File: src/rtl/wdog_pkg.sv
package wdog_pkg;
  localparam int unsigned DATA_W = 8;
  localparam logic [DATA_W-1:0] KEY_ARM_DEF  = 8'h1E;
  localparam logic [DATA_W-1:0] KEY_FIRE_DEF = 8'hE1;

  typedef enum logic {
    KEY_IDLE  = 1'b0,
    KEY_ARMED = 1'b1
  } key_state_e;
endpackage

File: src/rtl/wdog_key_chk.sv
module wdog_key_chk
  import wdog_pkg::*;
#(
  parameter logic [DATA_W-1:0] KEY_ARM  = KEY_ARM_DEF,
  parameter logic [DATA_W-1:0] KEY_FIRE = KEY_FIRE_DEF
) (
  input  logic              clk_i,
  input  logic              rst_ni,
  input  logic              wr_i,
  input  logic [DATA_W-1:0] wdata_i,
  input  logic              abort_i,
  output logic              key_ok_o
);
  key_state_e state_q;

  assign key_ok_o = wr_i && (state_q == KEY_ARMED) && (wdata_i == KEY_FIRE);

  // every write re-decides the state; only the arm byte leaves it armed
  always_ff @(posedge clk_i or negedge rst_ni) begin
    if (!rst_ni)      state_q <= KEY_IDLE;
    else if (abort_i) state_q <= KEY_IDLE;
    else if (wr_i)    state_q <= (wdata_i == KEY_ARM) ? KEY_ARMED : KEY_IDLE;
  end
endmodule

File: src/rtl/wdog_gate.sv
module wdog_gate (
  input  logic clk_i,
  input  logic rst_ni,
  input  logic idle_i,
  input  logic idle_halt_i,
  input  logic pdown_i,
  input  logic wake_ni,
  output logic hold_o
);
  logic wake_hold_q;

  // remembers a power-down until the wake line has been released
  always_ff @(posedge clk_i or negedge rst_ni) begin
    if (!rst_ni)      wake_hold_q <= 1'b0;
    else if (pdown_i) wake_hold_q <= 1'b1;
    else if (wake_ni) wake_hold_q <= 1'b0;
  end

  assign hold_o = pdown_i | (idle_i & idle_halt_i) | (wake_hold_q & ~wake_ni);
endmodule

File: src/rtl/wdog_counter.sv
module wdog_counter #(
  parameter int unsigned CNT_W = 14
) (
  input  logic             clk_i,
  input  logic             rst_ni,
  input  logic             tick_i,
  input  logic             hold_i,
  input  logic             clear_i,
  output logic             en_o,
  output logic [CNT_W-1:0] cnt_o,
  output logic             ovf_o
);
  localparam logic [CNT_W-1:0] CNT_LAST = {CNT_W{1'b1}} - CNT_W'(1);

  logic             en_q;
  logic [CNT_W-1:0] cnt_q;
  logic             step;

  assign step  = en_q && tick_i && !hold_i;
  assign ovf_o = step && !clear_i && (cnt_q == CNT_LAST);

  always_ff @(posedge clk_i or negedge rst_ni) begin
    if (!rst_ni) begin
      en_q  <= 1'b0;
      cnt_q <= '0;
    end else if (clear_i) begin
      en_q  <= 1'b1;
      cnt_q <= '0;
    end else if (ovf_o) begin
      en_q  <= 1'b0;
      cnt_q <= '0;
    end else if (step) begin
      cnt_q <= cnt_q + CNT_W'(1);
    end
  end

  assign en_o  = en_q;
  assign cnt_o = cnt_q;
endmodule

File: src/rtl/wdog_pulse.sv
module wdog_pulse #(
  parameter int unsigned PULSE_LEN = 98
) (
  input  logic clk_i,
  input  logic rst_ni,
  input  logic fire_i,
  input  logic quiet_i,
  output logic req_o,
  output logic pin_o
);
  logic req_q;

  always_ff @(posedge clk_i or negedge rst_ni) begin
    if (!rst_ni) req_q <= 1'b0;
    else         req_q <= fire_i;
  end
  assign req_o = req_q;

  generate
    if (PULSE_LEN == 0) begin : g_no_pin
      assign pin_o = 1'b0;
    end else begin : g_pin
      localparam int unsigned PW = $clog2(PULSE_LEN + 1);
      logic [PW-1:0] left_q;

      always_ff @(posedge clk_i or negedge rst_ni) begin
        if (!rst_ni)                 left_q <= '0;
        else if (fire_i && !quiet_i) left_q <= PW'(PULSE_LEN);
        else if (left_q != '0)       left_q <= left_q - PW'(1);
      end
      assign pin_o = (left_q != '0);
    end
  endgenerate
endmodule

File: src/rtl/keyed_wdog.sv
module keyed_wdog
  import wdog_pkg::*;
#(
  parameter int unsigned       CNT_W     = 14,
  parameter int unsigned       PULSE_LEN = 98,
  parameter logic [DATA_W-1:0] KEY_ARM   = KEY_ARM_DEF,
  parameter logic [DATA_W-1:0] KEY_FIRE  = KEY_FIRE_DEF
) (
  input  logic              clk_i,
  input  logic              rst_ni,
  input  logic              tick_i,
  input  logic              wr_i,
  input  logic [DATA_W-1:0] wdata_i,
  input  logic              idle_i,
  input  logic              pdown_i,
  input  logic              wake_ni,
  input  logic              no_rst_out_i,
  input  logic              idle_halt_i,
  output logic              wdt_rst_o,
  output logic              rst_req_o
);
  logic             key_ok;
  logic             hold;
  logic             en;
  logic             ovf;
  logic [CNT_W-1:0] cnt;

  wdog_key_chk #(
    .KEY_ARM (KEY_ARM),
    .KEY_FIRE(KEY_FIRE)
  ) u_key (
    .clk_i   (clk_i),
    .rst_ni  (rst_ni),
    .wr_i    (wr_i),
    .wdata_i (wdata_i),
    .abort_i (ovf),
    .key_ok_o(key_ok)
  );

  wdog_gate u_gate (
    .clk_i      (clk_i),
    .rst_ni     (rst_ni),
    .idle_i     (idle_i),
    .idle_halt_i(idle_halt_i),
    .pdown_i    (pdown_i),
    .wake_ni    (wake_ni),
    .hold_o     (hold)
  );

  wdog_counter #(.CNT_W(CNT_W)) u_cnt (
    .clk_i  (clk_i),
    .rst_ni (rst_ni),
    .tick_i (tick_i),
    .hold_i (hold),
    .clear_i(key_ok),
    .en_o   (en),
    .cnt_o  (cnt),
    .ovf_o  (ovf)
  );

  wdog_pulse #(.PULSE_LEN(PULSE_LEN)) u_pulse (
    .clk_i  (clk_i),
    .rst_ni (rst_ni),
    .fire_i (ovf),
    .quiet_i(no_rst_out_i),
    .req_o  (rst_req_o),
    .pin_o  (wdt_rst_o)
  );
endmodule

File: config.mk
export PLATFORM = sky130hd
export DESIGN_NAME = keyed_wdog
export DESIGN_NICKNAME = d
export VERILOG_FILES = /design/src/rtl/wdog_pkg.sv /design/src/rtl/wdog_key_chk.sv /design/src/rtl/wdog_gate.sv /design/src/rtl/wdog_counter.sv /design/src/rtl/wdog_pulse.sv /design/src/rtl/keyed_wdog.sv
export SDC_FILE = /design/constraint.sdc
export NUM_CORES = 1
export LEC_CHECK = 0
export BUFFER_PORTS_ARGS = -buffer_cell sky130_fd_sc_hd__buf_2
export CAP_MARGIN = 20
export CORE_MARGIN = 2
export CORE_UTILIZATION = 35
export CTS_CLUSTER_SIZE = 24
export DETAILED_ROUTE_END_ITERATION = 8
export GPL_TIMING_DRIVEN = 0
export PLACE_DENSITY = 0.56
export SLEW_MARGIN = 20
export SYNTH_ARGS = -nofsm -noshare
export SYNTH_HDL_FRONTEND = slang
export SYNTH_HIERARCHICAL = 1
export SYNTH_SLANG_ARGS = --single-unit
File: constraint.sdc
create_clock -name clk_i -period 2.9 [get_ports clk_i]
set_input_delay 0.725 -clock clk_i [delete_from_list [all_inputs] [get_ports clk_i]]
set_output_delay 0.725 -clock clk_i [all_outputs]
set_load 0.1 [all_outputs]
### Word-level counts from Yosys, hierarchy flattened

Cells that the tools add are included.

* ROM bits: 0
* memories kept: 0
* latch bits: 0
* logic and storage cells: 44
* register bits: 25
* bits in writable memories: 0

* bitwise operators: 5
* add/subtract/negate cells: 2
* muxes and demuxes: 12
* magnitude comparators: 0
* divide/modulo/power cells: 0
* reductions and logical operators: 16
* eq/ne operators: 3
* shift operators: 0
* $mul: 0

Operator list (number)
* 14-bit two-way mux: 3
* 14-bit by 1-bit adder with 14-bit output, second input constant: 1
* 14-bit == test, second input constant: 1
* 7-bit two-way mux: 2
* 8-bit by 5-bit == test with 1-bit output, second input constant: 1
* 8-bit == test, second input constant: 1
* 2-bit nonzero test: 4
* 1-bit logical AND: 7
* 1-bit two-way mux: 7
* 7-bit nonzero test: 1
* 7-bit by 1-bit subtractor with 7-bit output, second input constant: 1
* 1-bit zero test: 3
* 3-bit nonzero test: 1
* 1-bit AND: 2
* 1-bit OR: 2
* 1-bit NOT: 1

### Depth between registers and ports, before layout

Gate-level depths: netlist (run 1).

* depth after elaboration: 9
* mapped depth: 9
* mapped depth without buffers: 9

### Cells and area by module

The synthesis (run 1) kept the hierarchy.

Modules (own cells, without submodules)
* wdog_counter: area each 835.8 µm², cells an instance 84, instances 1, seq. area each 375.4 µm²
* wdog_pulse: area each 401.6 µm², cells an instance 39, instances 1, seq. area each 200.2 µm²
* wdog_key_chk: area each 90.1 µm², cells an instance 11, instances 1, seq. area each 25.0 µm²
* wdog_gate: area each 47.5 µm², cells an instance 4, instances 1, seq. area each 25.0 µm²

### Least setup slack after synthesis (run 1)

No wires, ideal clock.

* path kind: input -> register
* from: input wake_ni
* to: register u_pulse.g_pin.left_q[3]
* setup slack: 0.466 ns
* data required time: 2.776 ns
* library setup time: 0.124 ns
* cell stages on the path: 9
* arrival: 2.310 ns
* buffers on the path: 0
* cells stage by stage: inv_1 > a221o_1 > nand4b_1 > nor3_1 > nand2_1 > nor2_1 > nor2b_1 > or3_1 > o21ai_1

* longest elaborated chain between the ends: 9
* elaborated cells on any way between the ends: 10
* those cells by class: 1 x mux; 3 x bitwise; 6 x reduce/logical

Ends and longest elaborated chain
* start, declared: line keyed_wdog.sv:16 `input logic wake_ni,`
* 1-bit NOT *: line wdog_gate.sv:19 `assign hold_o = pdown_i | (idle_i & idle_halt_i) | (wake_hold_q & ~wake_ni);`
* 1-bit AND *: line wdog_gate.sv:19
* 1-bit OR *: line wdog_gate.sv:19
* named net hold: line keyed_wdog.sv:23 `logic hold;`
* 1-bit zero test *: line wdog_counter.sv:19 `assign step = en_q && tick_i && !hold_i;`
* 1-bit logical AND *: line wdog_counter.sv:19
* 1-bit logical AND * (2 in a row): line wdog_counter.sv:20 `assign ovf_o = step && !clear_i && (cnt_q == CNT_LAST);`
* named net ovf: line keyed_wdog.sv:25 `logic ovf;`
* 1-bit logical AND *: line wdog_pulse.sv:28 `else if (fire_i && !quiet_i) left_q <= PW'(PULSE_LEN);`
* 7-bit two-way mux / 2-bit nonzero test (equally long branches)
* end signal, assigned: line wdog_pulse.sv:28
* end signal, assigned: line wdog_pulse.sv:29 `else if (left_q != '0) left_q <= left_q - PW'(1);`
* end, declared: line wdog_pulse.sv:24 `logic [PW-1:0] left_q;`

Mark *: on every way through the listed nets, which the timed path passes. The rest lies on a longest branch.
A chain may end at the register's enable or synchronous reset.

### Worst setup path after layout (run 1)

* from: register u_pulse.g_pin.left_q[0]
* to: output wdt_rst_o

* longest elaborated chain between the ends: 1

Ends and longest elaborated chain
* 7-bit nonzero test: line wdog_pulse.sv:31 `assign pin_o = (left_q != '0);`
* end, declared: line keyed_wdog.sv:19 `output logic wdt_rst_o,`

Every way passes these cells.

==> metrics.txt, run 1 <==
Final WS setup 0.2249 ns; commonest non-fill, non-tap cell in the layout dfrtp_1; CTS sink cnt 25; Tot GR Track Use 13.43%; CP arrival 1.95 ns; Critical Path Source u_pulse/g_pin.left_q[0]; EDFF count, synth 0; Syn Inst Count about 140; Worst Hold Slack about 0.43 ns; root buf cell clkbuf_8; RePlAce Congestion 0.8260; synth top area cells dfrtp_1 (45%), xnor2_1 (7.0%), nor2_1 (4.9%), nor4_2 (4.5%), nor3_1 (3.6%); H-tree levels 1; top_reg_cell synth dfrtp_1; post-cts gate resize count 0; YS warnings 6; antenna viol nets, final 0; slew margin rel. 63.48%; post-synthesis register bit count 25; area delta synth->final 14.19%; Worst-path clk slew 0.09 ns; Achievable Freq approximately 370 MHz; grt total ovfl 0; std cell rows 22; Netlist cell types 38; Leakage about 0.67 nW; R2R setup slack 0.57 ns; Synth async-reset ratio 100.0%; Syn Std Cell Area 1375 um^2; pwr dens 367.8 nW/um^2; antenna violations before repair 0; # IOs 19; Min Clock Period, post-route about 2.7 ns; CTS max path bufs 2; Seq/Total Area, Yosys roughly 45%; Max Transition Viols Final 0; vias in the first global route 1009; die width roughly 67 um; Post-route DRC 0; CP Capture Type primary output; R2R Path Start u_gate/wake_hold_q; nets@finish approximately 180; Post-CTS Repair Setup Buffers 0; most frequent cells in the layout dfrtp_1 (25), buf_2 (18), nor2_1 (18); fin crit share between 90% and 100%; Post-Route WL around 2.5 mm; routed len/inst roughly 12 um; Die Height roughly 67 um; Critical Path RT about 2.2 ns; Num CTS Buffers 3; status finished clean; Starting Density 37.00%; Reg-to-Reg End u_pulse/g_pin.left_q[3]; CP Launch Type register; Register-to-Register Path Depth 8; worst clock skew 0.006332 ns; Critical Path Sink wdt_rst_o; crit-path max FO 5; Total Power approximately 580 uW; top-area cell type share of the netlist area 45.50%; PortBufs 18; CTS tree done; pre-CTS setup slack 0.02645 ns; final setup vio count 0; first-pass detailed-route iteration total 4; final hold vios 0; RSZ-0062 raised after global routing false; die area 4446 um^2; drt initial violations 32; Placed Area roughly 1500 um^2; Hold Buf Count CTS 0; Finished Cell Area between 1500 and 2000 um^2; syn nets 158; fillers approximately 360; area leader, netlist dfrtp_1; worst slew pin tran 0.5478 ns; syn avg cell area approximately 10 um^2; Fin Setup TNS 0 ns; Via Count roughly 1000; Peak VDD IR around 0.14 mV; Max-Cap Viols 0; Inserted Diodes 0; largest net degree at the start of global routing 26; crit path kind reg2out; vias per inst 5.038; detailed placement HPWL roughly 1.9 mm; layout cells sized above 1 approximately 23%; Core Region between 3000 and 4000 um^2; Hold Path Class in2async; clk_lat worst skew roughly 0.26 ns; global-route wire length before repair 4.533 mm
## how the worst min path moves through the flow
stage / slack (ns) / startpoint / cells past startpoint / to
after floorplan: 0.43 / rst_ni / 0 / u_cnt/cnt_o[0]
after global placement: 0.48 / u_gate/wake_hold_q / 1 / u_gate/wake_hold_q
after detailed placement: 0.48 / u_gate/wake_hold_q / 1 / u_gate/wake_hold_q
after CTS: 0.46 / rst_ni / 1 / u_cnt/cnt_o[1]
after global routing: 0.47 / rst_ni / 1 / u_cnt/cnt_o[3]
final: 0.43 / rst_ni / 1 / u_cnt/cnt_o[3]
## metal layers
metal  part of all wire, %  vias to the layer above  global-route usage [%]
li1                      -                      525                       -
met1                    49                      493                   18.48
met2                    45                       28                   20.75
met3                   5.0                        2                   2.534
met4                  0.88                        0                   5.357
met5                     0                        -                       0
## synthesized netlist by cell type (all sizes together), types with 2 or more instances
| cell type | instances |
|---|---|
| nor4 | 6 |
| buf | 2 |
| nand4 | 5 |
| dfrtp | 25 |
| nor3b | 2 |
| nand3b | 2 |
| nor3 | 10 |
| nand3 | 6 |
| nand4b | 2 |
| a21o | 3 |
| o21ai | 3 |
| inv | 7 |
| xnor2 | 11 |
| or3 | 4 |
| ha | 3 |
| nand2b | 2 |
| nor2 | 21 |
| a21oi | 2 |
| nand2 | 8 |
| xor2 | 2 |
## power breakdown
part	leakage [nW]	total [mW]	switching, mW	internal, mW
logic	0.317	0.0251	0.0134	0.0117
clock network	0.0228	0.203	0.105	0.0980
registers	0.327	0.350	0.000608	0.349
total	0.666	0.578	0.119	0.459
## sequential cells by signal, summed over array words and instances (netlist names)
signal,count
u_cnt/cnt_o,14
u_gate/wake_hold_q,1
u_pulse/req_o,1
u_key/state_q,1
u_pulse/g_pin.left_q,7
u_cnt/en_o,1
## stage by stage
stage | instances | utilization (%)
2_1_floorplan | 138 | -
3_3_place_gp | 204 | 41.04
3_5_place_dp | 204 | 41.04
4_1_cts | 208 | 42.26
5_1_grt | 208 | 42.26
6_report | 208 | 42.26
## logic make-up after synthesis
kind of cell | synth area share (%)
AOI/OAI and AO/OA | 7.280
buffers and inverters | 3.822
adders and majority gates | 2.730
and+or+nand+nor | 32.39
DFF | 45.50
xor gates and xnor gates | 8.280
## critical path, stage by stage, from the launching register on
cell	delay [ns]
dfrtp_1	0.40
inv_1	0.08
ha_1	0.21
or3b_1	0.42
nor2_2	0.20
inv_1	0.09
buf_2	0.30
## layout make-up
cell class              count  area [um^2]  area share, %
well taps                  48        60.06          3.825
repair buffers             18        90.09          5.737
plain buffers               3        26.28          1.673
inverters                   7        26.28          1.673
multi-input cells         103        696.9          44.38
clock buffers               4        45.04          2.869
flip-flops and latches     25        625.6          39.84
No activity file was read; power rests on OpenSTA's default activity.
==> inputs of run 2 (changes only) <==
CORE_UTILIZATION = 56   (was 35)
PLACE_DENSITY = default   (was 0.56)
PLACE_DENSITY_LB_ADDON = 0.25   (was default)
RECOVER_POWER = 100   (was default)
==> metrics.txt, run 2 (synthesized netlist as in run 1, its figures left out) <==
status finished clean; PortBufs 18; Via Count just over 1000; Post-route DRC 0; CTS sink cnt 25; layout cells sized above 1 around a fifth; Worst-path clk slew roughly 0.13 ns; RSZ-0062 raised after global routing false; R2R Path Start u_gate/wake_hold_q; Critical Path Source u_pulse/g_pin.left_q[0]; Min Clock Period, post-route between 2 and 3 ns; area delta synth->final 8.007%; Leakage approximately 0.64 nW; Max Transition Viols Final 0; global-route wire length before repair between 4 and 5 mm; CP Launch Type register; Starting Density between 60% and 70%; clk_lat worst skew between 0.3 and 0.4 ns; commonest non-fill, non-tap cell in the layout dfrtp_1; detailed placement HPWL slightly below 2 mm; Hold Buf Count CTS 0; vias per inst roughly 5.5; nets@finish ~180; Fin Setup TNS 0 ns; Tot GR Track Use between 20% and 30%; Total Power 527.6 uW; final setup vio count 0; post-cts gate resize count 0; Max-Cap Viols 0; final hold vios 0; largest net degree at the start of global routing 26; Cells after DPL ~180; Hold Path Class reg2reg; CP Capture Type primary output; fin crit share 95.51%; Post-Route WL ~2.7 mm; routed len/inst 14.15 um; RePlAce Congestion between 0.7 and 0.8; grt total ovfl 0; die area between 2000 and 3000 um^2; vias in the first global route approximately 1000; crit-path max FO 5; Num CTS Buffers 3; most frequent cells in the layout dfrtp_1 (25), nor2_1 (18), buf_2 (16); fillers 190; worst hold start u_key/state_q; Largest register FFs 14; Final WS setup between 0.1 and 0.15 ns; crit path kind reg2out; root buf cell clkbuf_4; slew margin rel. 13.81%; Post-CTS Repair Setup Buffers 0; Critical Path RT ~2.2 ns; antenna viol nets, final 0; H-tree levels 1; drt initial violations 15; # IOs 19; CP arrival slightly above 2 ns; worst clock skew 0.005271 ns; final non-filler cell total roughly 190; pre-CTS setup slack between 0.02 and 0.025 ns; Core Region 2276 um^2; die width about 54 um; Achievable Freq 361.0 MHz; first-pass detailed-route iteration total 4; worst slew pin tran around 1.3 ns; CTS max path bufs 2; antenna violations before repair 0; Die Height 53.55 um; std cell rows 17; Inserted Diodes 0; pwr dens 355.3 nW/um^2; CTS tree done; Peak VDD IR 0.2331 mV
run 2: cell count changes in the layout (fill, tap and decap cells not counted):
cell / change
buf_2: -2
o21ai_1: -2
nor4_1: +4
clkbuf_4: +3
o21ai_0: +2
clkbuf_8: -3
clkinv_2: +1
clkbuf_1: +3
nor4_2: -4
buf_6: -2
run 2: final cells by class:
cell class	instances	area [um^2]	share of cell area, %
Tap cell	28	35.03	2.359
Timing Repair Buffer	18	87.58	5.897
Clock buffer	3	22.52	1.516
Clock inverter	1	5.005	0.3370
Inverter	7	26.28	1.769
Multi-Input combinational cell	103	671.9	45.24
Sequential cell	25	625.6	42.12
Buffer	3	11.26	0.7582
run 2: critical path: stages, from the launching register on:
cell	delay [ns]
dfrtp_1	0.42
inv_1	0.10
ha_1	0.23
or3b_1	0.42
nor2_2	0.18
inv_1	0.08
buf_2	0.29
run 2: worst paths after layout:
kind | endpoint | depth (start not counted) | slack (ns)
min in group asynchronous | u_pulse/g_pin.left_q[3] | 1 | 0.66
max reg2reg | u_pulse/g_pin.left_q[3] | 8 | 0.50
min reg2reg | u_key/state_q | 2 | 0.52
max in group asynchronous | u_cnt/cnt_o[3] | 1 | 1.49
min | u_key/state_q | 2 | 0.52
max | wdt_rst_o | 6 | 0.13
run 2: per-layer routing:
metal  GRT usage, %  vias to the layer above  share of wire (%)
li1               -                      530                  -
met1          26.40                      482                 47
met2          35.19                       15                 48
met3          3.611                        4                2.5
met4          11.54                        0                1.8
met5              0                        -                  0
run 2: metrics by stage:
stage	hold WS [ns]	instance area (um^2)	util (%)
3_3_place_gp	0.4707	1500	65.92
5_1_grt	0.5381	1485	65.26
4_1_cts	0.3836	1528	67.12
3_5_place_dp	0.4866	1500	65.92
2_1_floorplan	0.4294	1375	-
6_report	0.5177	1485	65.26
run 2: power breakdown:
part	internal [mW]	switching (mW)
registers	0.350	0.000862
clock network	0.0516	0.101
logic	0.0115	0.0131
==> inputs of run 3 (changes only) <==
CORE_ASPECT_RATIO = 0.5   (was default)
CORE_UTILIZATION = 40   (was 56)
RECOVER_POWER = 50   (was 100)
==> metrics.txt, run 3 (synthesized netlist as in run 1, its figures left out) <==
status finished clean; Max-Cap Viols 0; crit path buf inv count 3; Hold Buf Count CTS 0; Achievable Freq 376.7 MHz; Core Region 3136 um^2; RSZ-0062 raised after global routing false; vias in the first global route between 1000 and 1500; Max Used Layer met4; area delta synth->final 13.38%; WL met3 roughly 53 um; Critical Path RT approximately 2.2 ns; drt initial violations 25; metal2 WL between 1 and 1.5 mm; commonest non-fill, non-tap cell in the layout dfrtp_1; family with the most delay on the worst path simple AND/OR/NAND/NOR gates; nets@finish 181; storage element area about 630 um^2; power share of the sequential group between 60% and 70%; Fin Setup TNS 0 ns; worst-path cell with the longest stage delay or3b_1; H-tree levels 1; critical path, cell by cell inv_1 > ha_1 > or3b_1 > nor2_2 > inv_1 > buf_2; std cell rows 14; Post-route DRC 0; worst slew pin tran ~1.4 ns; Post-Route WL 2.480 mm; CTS max path bufs 2; slew margin rel. about a tenth; RePlAce Congestion 0.7754; die width roughly 87 um; grt total ovfl 0; Post-CTS Repair Setup Buffers 0; CP Launch Type register; Met1 Wirelength approximately 1.2 mm; pwr dens about 370 nW/um^2; Worst-path clk slew 0.08 ns; post-cts gate resize count 0; max incr delay on CP between 0.4 and 0.5 ns; Hold Path Class reg2reg; P_sw between 100 and 150 uW; CTS tree done; # IOs 19; routed len/inst roughly 12 um; CTS sink cnt 25; final hold vios 0; Largest register FFs 14; die area around 4000 um^2; CP Capture Type primary output; Inserted Diodes 0; Leakage between 0.6 and 0.7 nW; detailed placement HPWL 1.890 mm; Tot GR Track Use between 10% and 20%; Die Height between 40 and 50 um; Max Transition Viols Final 0; Total Power 577.0 uW; vias per inst between 5 and 6; global-route wire length before repair 4.512 mm; final setup vio count 0; first-pass detailed-route iteration total 4; fillers 290; antenna violations before repair 0; switch share 20.46%; Starting Density between 40% and 50%; logic gate share of total power approximately 4.3%; Min Clock Period, post-route roughly 2.7 ns; crit-path max FO 5; worst clock skew approximately 0.0061 ns; root buf cell clkbuf_8; Crit path top cell by count inv_1; layout cells sized above 1 between 20% and 30%; antenna viol nets, final 0; PortBufs 18; most frequent cells in the layout dfrtp_1 (25), nor2_1 (18), buf_2 (17); Worst Hold Slack 0.4927 ns; fin crit share between 90% and 100%; Clk network pwr share 35.1%; Via Count 1027; largest net degree at the start of global routing 26; Peak VDD IR around 0.14 mV; clk_lat worst skew between 0.2 and 0.3 ns; Num CTS Buffers 3; Multi-input gate area approximately 700 um^2; CP arrival about 1.9 ns; Cell Int Power ~460 uW; crit path kind reg2out
run 3: final timing paths:
| kind | startpoint | endpoint | slack [ns] | depth (start not counted) |
|---|---|---|---|---|
| worst max register to register | u_gate/wake_hold_q | u_pulse/g_pin.left_q[3] | 0.56 | 8 |
| worst min-delay path | u_gate/wake_hold_q | u_gate/wake_hold_q | 0.49 | 1 |
| max in group asynchronous | rst_ni | u_cnt/cnt_o[8] | 1.35 | 1 |
| worst max-delay path | u_pulse/g_pin.left_q[0] | wdt_rst_o | 0.25 | 6 |
| worst min register to register | u_gate/wake_hold_q | u_gate/wake_hold_q | 0.49 | 1 |
| min in group asynchronous | rst_ni | u_pulse/g_pin.left_q[2] | 0.75 | 1 |
run 3: power groups by stage:
stage / clock network, mW / registers [mW] / logic [mW]
global placement: 0 / 0.357 / 0.0252
CTS: 0.215 / 0.350 / 0.0260
detailed placement: 0 / 0.357 / 0.0259
floorplan: 0 / 0.357 / 0.00556
finish: 0.202 / 0.350 / 0.0248
global route: 0.225 / 0.350 / 0.0290
run 3: worst reg2reg max path: cells and delay by family, from the launching register on:
family | cells | cell delay [ns]
flip-flops | 1 | 0.39
AO/OA/AOI/OAI | 2 | 0.34
AND/OR/NAND/NOR | 6 | 1.49
run 3: layout make-up:
| cell class | count | area share, % |
|---|---|---|
| multi-input combinational | 103 | 44.70 |
| clock buffer | 4 | 2.889 |
| buffer | 3 | 1.685 |
| sequential | 25 | 40.13 |
| timing repair buffer | 18 | 5.698 |
| tap | 40 | 3.210 |
| inverter | 7 | 1.685 |
run 3: metal layers:
metal,vias to the layer above,track usage (%)
met1,490,18.22
met4,0,2.813
li1,528,-
met3,2,4.348
met5,-,0
met2,7,26.72
run 3: per-stage QoR:
| step | util, % | cells | setup WS (ns) | area [um^2] |
|---|---|---|---|---|
| 6_report | 49.72 | 200 | 0.2454 | 1559 |
| 3_5_place_dp | 48.32 | 196 | 0.04301 | 1515 |
| 2_1_floorplan | - | 138 | 0.4656 | 1375 |
| 3_3_place_gp | 48.32 | 196 | 0.02003 | 1515 |
| 4_1_cts | 49.76 | 200 | 0.2297 | 1560 |
| 5_1_grt | 49.72 | 200 | 0.1380 | 1559 |
